===== src/rtl/qpp_addr_gen.sv =====
module qpp_addr_gen #(
  parameter int AW = 13
) (
  input  logic          clk,
  input  logic          rst_n,
  input  logic          start,
  input  logic          adv,
  input  logic [AW-1:0] blk_k,
  input  logic [AW-1:0] coef_a,
  input  logic [AW-1:0] coef_b,
  output logic [AW-1:0] addr,
  output logic          addr_vld,
  output logic          addr_last
);

  function automatic logic [AW-1:0] mod_add(input logic [AW-1:0] a,
                                            input logic [AW-1:0] b,
                                            input logic [AW-1:0] m);
    logic [AW:0] s;
    logic [AW:0] d;
    s = {1'b0, a} + {1'b0, b};
    d = s - {1'b0, m};
    return (s >= {1'b0, m}) ? d[AW-1:0] : s[AW-1:0];
  endfunction

  logic [AW-1:0] k_q;
  logic [AW-1:0] incr_q;
  logic [AW-1:0] step_q;
  logic [AW-1:0] idx_q;

  assign addr_last = addr_vld && (idx_q == k_q - AW'(1));

  always_ff @(posedge clk) begin
    if (!rst_n) begin
      k_q      <= '0;
      incr_q   <= '0;
      step_q   <= '0;
      idx_q    <= '0;
      addr     <= '0;
      addr_vld <= 1'b0;
    end else if (start) begin
      k_q      <= blk_k;
      incr_q   <= mod_add(coef_a, coef_b, blk_k);
      step_q   <= mod_add(coef_b, coef_b, blk_k);
      idx_q    <= '0;
      addr     <= '0;
      addr_vld <= 1'b1;
    end else if (adv && addr_vld) begin
      if (addr_last) begin
        addr_vld <= 1'b0;
      end else begin
        addr   <= mod_add(addr, incr_q, k_q);
        incr_q <= mod_add(incr_q, step_q, k_q);
        idx_q  <= idx_q + AW'(1);
      end
    end
  end

endmodule



===== config.mk =====
export PLATFORM = sky130hd
export DESIGN_NAME = qpp_addr_gen
export DESIGN_NICKNAME = d
export VERILOG_FILES = /design/src/rtl/qpp_addr_gen.sv
export SDC_FILE = /design/constraint.sdc
export NUM_CORES = 1
export LEC_CHECK = 0
export BUFFER_PORTS_ARGS = -buffer_cell sky130_fd_sc_hd__buf_2
export CORE_ASPECT_RATIO = 1.75
export CORE_MARGIN = 2
export CORE_UTILIZATION = 56
export DETAILED_ROUTE_END_ITERATION = 12
export PLACE_DENSITY_LB_ADDON = 0.05
export SKIP_LAST_GASP = 1
export SLEW_MARGIN = 5
export SYNTH_ARGS = -nofsm -noshare
export SYNTH_HDL_FRONTEND = slang
export SYNTH_SLANG_ARGS = --single-unit

===== constraint.sdc =====
create_clock -name clk -period 4.4 [get_ports clk]
set_input_delay 0.66 -clock clk [delete_from_list [all_inputs] [get_ports clk]]
set_output_delay 0.66 -clock clk [all_outputs]
set_load 0.01 [all_outputs]

==> summary.md, run 1 <==
| Metric | Value |
|---|---|
| Outcome | finished clean |
| Vias | 7183 |
| CP Cell Sequence | ha_1, inv_1, fa_2, nor2b_2, o211ai_1, a21o_1, o211ai_1, a21oi_1, xnor2_1, ha_1, or3_1, a2111oi_2, o21ai_1, a31oi_2, buf_6, clkbuf_2, a311o_1, a311o_1, o221ai_1 |
| PD cells | 469 nW/µm² |
| Flop pwr share | 18.5% |
| Top_reg_cell synth | dfxtp_1 |
| Num ports | 58 |
| Leakage power | 0.00366 µW |
| Critical Path AT | 4.43 ns |
| Sw Share | 42.3% |
| Final GP Congestion | 0.902 |
| Vias in the first global route | 7315 |
| CTS sink cnt | 66 |
| DP HPWL | 17900 µm |
| 1st-iter DRT viols | 356 |
| Critical path fanouts, max | 6 |
| Kind of cell adding the most delay to the critical path | compound AO/OA/AOI/OAI gates |
| Hold slack | 0.474 ns |
| Pint | 2220 µW |
| Synth unique cells | 65 |
| Htree depth | 3 |
| Max Slew Vio Count | 0 |
| Clock power frac | 21.0% |
| Worst slew pin tran | 0.728 ns |
| Worst Hold Class | register to register |
| Die area | 14000 µm² |
| Post-Syn Area | 7310 µm² |
| Die width | 90.4 µm |
| CP startpoint kind | register |
| Syn nets | 1064 |
| Achievable Freq | 236 MHz |
| Inserted Clock Buffers | 9 |
| Non-filler instance count after layout | 1156 |
| First-pass GRT wire length | 35500 µm |
| Mapped Avg Cell Area | 7.94 µm² |
| Clk_skew | 0.00788 ns |
| Max VDD drop | 193 µV |
| Crit Path Class | register to register |
| Port bufs | 57 |
| Clock slew at reported path FFs | 0.06 ns |
| Row count | 55 |
| Sequential fraction of the synthesis area | 18.1% |
| Area grow syn2layout | 12.3% |
| Warnings, synthesis | 0 |
| Largest cells by area after synthesis | dfxtp_1 (18%), ha_1 (16%), xnor2_1 (8.0%) |
| Nature of the critical path endpoint | register |
| Ant. Diodes | 0 |
| Share of layout cells above drive strength 1 | 12.4% |
| Drt first pass iters | 5 |
| Asr flop ratio synth | 0% |
| Clock Root Buffer | clkbuf_16 |
| Endpoints failing hold | 0 |
| Global-route usage over all layers | 31.8% |
| CP peak stage delay | 0.38 ns |
| Crit path buf inv count | 3 |
| Fin crit share | 96.1% |
| Worst path slowest cell | or3_1 |
| GRT overflow | 0 |
| Initial antenna violation count | 0 |
| Top cell type's share of synthesized area | 18.1% |
| Synthesized instance count | 921 |
| Multi-input logic area | 5700 µm² |
| Post-DRT Antenna Nets | 0 |
| Post-synth EDFFs | 0 |
| Fillers | 1224 |
| Core area | 12900 µm² |
| Net switching power figure | 1630 µW |
| Final setup violation count | 0 |
| Starting density of the core | 56.8% |
| Max clock buf depth | 2 |
| Nets | 1123 |
| Logic pwr share | 60.5% |
| Die Ht | 155 µm |
| Routed length per instance | 19.2 µm |
| Drt drc | 0 |
| Relative slew slack | 50.2% |
| TritonCTS clock tree | yes |
| Clock Latency Late Sink | 0.34 ns |
| Via/cell ratio | 6.21 |
| Placed insts | 1136 |
| Seq cells post-synth | 66 |
| WP data required | 4.60 ns |
| Post-layout min period | 4.23 ns |
| Max Cap Viol | 0 |
| Largest net degree at the start of global routing | 43 |
| Post-Route WL | 22100 µm |
| Cell taking the most area after synthesis | dfxtp_1 |
| Reg area | 1320 µm² |
-- cells by family after synthesis --
kind of cell    after synthesis  share of synthesized area, %
compound gates              295                          25.3
xor+xnor                     85                          10.2
fa+ha+maj                   100                          17.8
buf+inv                      87                          4.96
flops                        66                          18.1
mux                          54                          7.48
simple gates                234                          16.1
-- area by class of cell --
| class | count | area share (%) |
|---|---|---|
| clock buffers | 10 | 2.91 |
| clock inverters | 6 | 1.07 |
| inverters | 62 | 2.83 |
| multi-input cells | 768 | 69.4 |
| flip-flops and latches | 66 | 16.1 |
| well taps | 171 | 2.61 |
| repair buffers | 73 | 5.11 |
-- power groups by stage --
stage	Clock, µW	Sequential [µW]	Combinational (µW)
floorplan	0	698	1690
global placement	0	720	2150
detailed placement	0	721	2200
CTS	813	708	2220
global route	830	715	2550
finish	810	712	2330
-- synthesized netlist by cell type, drive strengths merged (20+ instances only) --
| master | n |
|---|---|
| nand3 | 20 |
| a21oi | 98 |
| mux2i | 49 |
| inv | 62 |
| xnor2 | 67 |
| o21ai | 67 |
| nand2 | 46 |
| nor2 | 65 |
| ha | 93 |
| dfxtp | 66 |
-- registers in the layout, summed over array words and instances (netlist names) --
| name | cells |
|---|---|
| idx_q | 13 |
| k_q | 13 |
| step_q | 13 |
| addr_vld | 1 |
| addr | 13 |
| incr_q | 13 |
-- metrics by stage --
step / total power, µW / setup TNS (ns) / instance area, µm² / worst slack, ns / util (%)
after floorplan: 2390 / 0 / 7310 / 0.211 / -
after global placement: 2870 / 0 / 7810 / 0.139 / 60.7
after detailed placement: 2930 / 0 / 7810 / 0.0271 / 60.7
after CTS: 3740 / 0 / 8130 / 0.0575 / 63.2
after global routing: 4100 / -0.00874 / 8210 / -0.00645 / 63.8
final: 3850 / 0 / 8210 / 0.170 / 63.8
-- worst min-delay path: stages (launching register included) --
cell and delay, ns:
dfxtp_1 0.34, nand2_1 0.05, o21ai_0 0.06
-- metal layers --
metal | wire (µm) | vias up | global-route usage [%]
li1 | - | 3515 | -
met5 | 0 | - | 0
met4 | 1360 | 0 | 20.1
met2 | 12000 | 167 | 61.8
met3 | 526 | 52 | 3.05
met1 | 8220 | 3449 | 31.8
-- what timing repair did --
item / 4_1_cts / 5_1_grt
setup buffers: 0 / 4
setup endpoints to repair: 0 / 18
hold buffers: 0 / 0
resized for setup: 0 / 15
-- final timing paths --
path / start / end / slack [ns] / cells past startpoint
max: incr_q[0]$_SDFFE_PN0P_ / incr_q[11]$_SDFFE_PN0P_ / 0.17 / 19
min: step_q[12]$_SDFFE_PN0P_ / step_q[12]$_SDFFE_PN0P_ / 0.47 / 2
max reg2reg: incr_q[0]$_SDFFE_PN0P_ / incr_q[11]$_SDFFE_PN0P_ / 0.17 / 19
min reg2reg: step_q[12]$_SDFFE_PN0P_ / step_q[12]$_SDFFE_PN0P_ / 0.47 / 2
-- cell usage in the layout (no fill, tap or decap), drive strengths merged, types with 20 or more instances in the layout --
cell    n
a21oi  98
buf    72
dfxtp  66
ha     93
inv    63
mux2i  49
nand2  46
nand3  20
nor2   65
o21ai  67
xnor2  67
No activity file was read; power rests on OpenSTA's default activity.
==> inputs of run 2 (changes only) <==
--- a/config.mk
+++ b/config.mk
@@ -8,7 +8,7 @@
 export BUFFER_PORTS_ARGS = -buffer_cell sky130_fd_sc_hd__buf_2
 export CORE_ASPECT_RATIO = 1.75
 export CORE_MARGIN = 2
-export CORE_UTILIZATION = 56
+export CORE_UTILIZATION = 58
 export DETAILED_ROUTE_END_ITERATION = 12
 export PLACE_DENSITY_LB_ADDON = 0.05
 export SKIP_LAST_GASP = 1
==> constraint.sdc (replaced) <==
create_clock -name clk -period 4.24 [get_ports clk]
set_input_delay 0.636 -clock clk [delete_from_list [all_inputs] [get_ports clk]]
set_output_delay 0.636 -clock clk [all_outputs]
set_load 0.01 [all_outputs]
==> summary.md, run 2 (synthesis gave the netlist of run 1 again) <==
| Metric | Value |
|---|---|
| 1st-iter DRT viols | 357 (+0.28%) |
| Commonest cells after routing, fill and taps aside | a21oi_1 (98), ha_1 (92), xnor2_1 (67) |
| WP data required | 4.49 ns (-0.11 ns) |
| Port bufs | 57 (unchanged) |
| DP HPWL | 18000 µm (+0.48%) |
| Outcome | finished clean |
| Die width | 88.9 µm (-1.7%) |
| Endpoints failing hold | 0 (unchanged) |
| Starting density of the core | 59.1% (+2.3 points) |
| Inserted Clock Buffers | 9 (unchanged) |
| Num ports | 58 (unchanged) |
| RSZ-0062 raised after global routing | false |
| Post-Route WL | 21900 µm (-1.0%) |
| Max Slew Vio Count | 0 (unchanged) |
| Initial antenna violation count | 0 (unchanged) |
| Vias in the first global route | 7375 (+0.82%) |
| Worst Setup EP | incr_q[11]$_SDFFE_PN0P_ |
| Critical path fanouts, max | 4 (-2) |
| Die area | 13600 µm² (-3.3%) |
| Flop-to-flop setup slack | 0.16 ns (about the same) |
| Crit Path Class | register to register |
| Max Cap Viol | 0 (unchanged) |
| First-pass GRT wire length | 35100 µm (-1.2%) |
| Drt drc | 0 (unchanged) |
| GRT overflow | 0 (unchanged) |
| Hold_buf cts | 0 (unchanged) |
| Via/cell ratio | 6.16 (-0.81%) |
| Post-DRT Antenna Nets | 0 (unchanged) |
| Clock Latency Late Sink | 0.34 ns (about the same) |
| Core area | 12400 µm² (-3.9%) |
| Relative slew slack | 49.7% (-0.53 points) |
| Hold slack | 0.473 ns (-0.000641 ns) |
| Commonest non-fill, non-tap cell in the layout | a21oi_1 |
| Nature of the critical path endpoint | register |
| CP startpoint kind | register |
| Non-filler instance count after layout | 1171 (+1.3%) |
| Post-layout min period | 4.08 ns (-0.154 ns) |
| Final setup violation count | 0 (unchanged) |
| Reg area | 1320 µm² (about the same) |
| Htree depth | 3 (unchanged) |
| Final core utilization | 67.6% (+3.8 points) |
| Placed insts | 1151 (+1.3%) |
| Vias | 7217 (+0.47%) |
| Clock slew at reported path FFs | 0.06 ns (about the same) |
| Fillers | 1081 (-12%) |
| Area grow syn2layout | 14.4% |
| Row count | 54 (-1.8%) |
| Share of layout cells above drive strength 1 | 14.4% (+2.0 points) |
| Nets | 1141 (+1.6%) |
| CTS sink cnt | 66 (unchanged) |
| Reg2reg path depth | 15 (-4) |
| R2r endpoint | incr_q[11]$_SDFFE_PN0P_ |
| Die Ht | 153 µm (-1.7%) |
| Routed length per instance | 18.7 µm (-2.3%) |
| Achievable Freq | 245 MHz (+3.8%) |
| Critical Path AT | 4.32 ns (-0.11 ns) |
| Worst reg2reg startpoint | incr_q[0]$_SDFFE_PN0P_ |
| Clock Root Buffer | clkbuf_16 |
| Setup ws final | 0.164 ns (-0.00605 ns) |
| Ant. Diodes | 0 (unchanged) |
| PD cells | 481 nW/µm² (+2.4%) |
| Worst slack, placed | -0.111 ns (-0.139 ns) |
| Worst Hold Class | register to register |
| Hold path depth | 2 (unchanged) |
| Drt first pass iters | 5 (unchanged) |
| Leakage power | 0.00375 µW (+2.3%) |
| Worst setup path start | incr_q[0]$_SDFFE_PN0P_ |
| Max VDD drop | 216 µV (+12%) |
| Max clock buf depth | 2 (unchanged) |
| Global-route usage over all layers | 33.2% (+1.4 points) |
| Worst slew pin tran | 0.753 ns (+0.0249 ns) |
| Setup TNS Final | 0 ns (unchanged) |
| Fin crit share | 96.1% (about the same) |
| Clk_skew | 0.00839 ns (+0.000512 ns) |
| Largest net degree at the start of global routing | 43 (unchanged) |
| Multi-input logic area | 5710 µm² (+0.24%) |
| Final GP Congestion | 0.935 (+3.6%) |
| TritonCTS clock tree | yes |
-- run 2: per-layer routing --
layer,GRT usage [%],routed length (µm),vias up
met3,3.14,578,83
li1,-,-,3542
met2,59.2,11400,180
met5,0,0,-
met4,25.4,1950,0
met1,33.7,7960,3412
-- run 2: final cells by class --
cell class / count / share of cell area (%)
repair buffers: 91 / 6.85
clock buffers: 10 / 2.86
multi-input cells: 768 / 68.3
flip-flops and latches: 66 / 15.8
clock inverters: 6 / 0.868
inverters: 62 / 2.78
well taps: 168 / 2.51
-- run 2: timing repair --
item / in CTS / in global routing
gates resized for setup: 0 / 19
endpoints found under the setup margin: 0 / 26
buffers inserted: 0 / 4
-- run 2: through the flow --
stage,total power (µW),cell area (µm²)
detailed placement,3090,7940
floorplan,2480,7310
global route,4310,8360
global placement,3040,7940
CTS,3890,8250
finish,4020,8360
-- run 2: worst min path at each step --
stage               slack, ns                    start                      end
floorplan                0.43  step_q[12]$_SDFFE_PN0P_  step_q[12]$_SDFFE_PN0P_
global placement         0.45  step_q[12]$_SDFFE_PN0P_  step_q[12]$_SDFFE_PN0P_
detailed placement       0.47  step_q[12]$_SDFFE_PN0P_  step_q[12]$_SDFFE_PN0P_
CTS                      0.48  step_q[12]$_SDFFE_PN0P_  step_q[12]$_SDFFE_PN0P_
global route             0.53  step_q[12]$_SDFFE_PN0P_  step_q[12]$_SDFFE_PN0P_
finish                   0.47  step_q[12]$_SDFFE_PN0P_  step_q[12]$_SDFFE_PN0P_
-- run 2: worst max-delay path: stages (launching register included) --
cell	delay (ns)
dfxtp_2	0.36
ha_2	0.19
inv_1	0.05
fa_2	0.36
nor2b_2	0.15
o211ai_1	0.17
a21o_1	0.26
buf_4	0.14
xnor2_1	0.14
ha_1	0.35
nand2_1	0.14
a2111oi_0	0.62
o31ai_1	0.20
a311o_1	0.40
a311o_1	0.37
o221ai_1	0.07
-- run 2: report_power, final --
part           switching, µW  internal, µW
Sequential              60.9           675
Clock                    304           479
Combinational           1320          1180
Total                   1690          2330
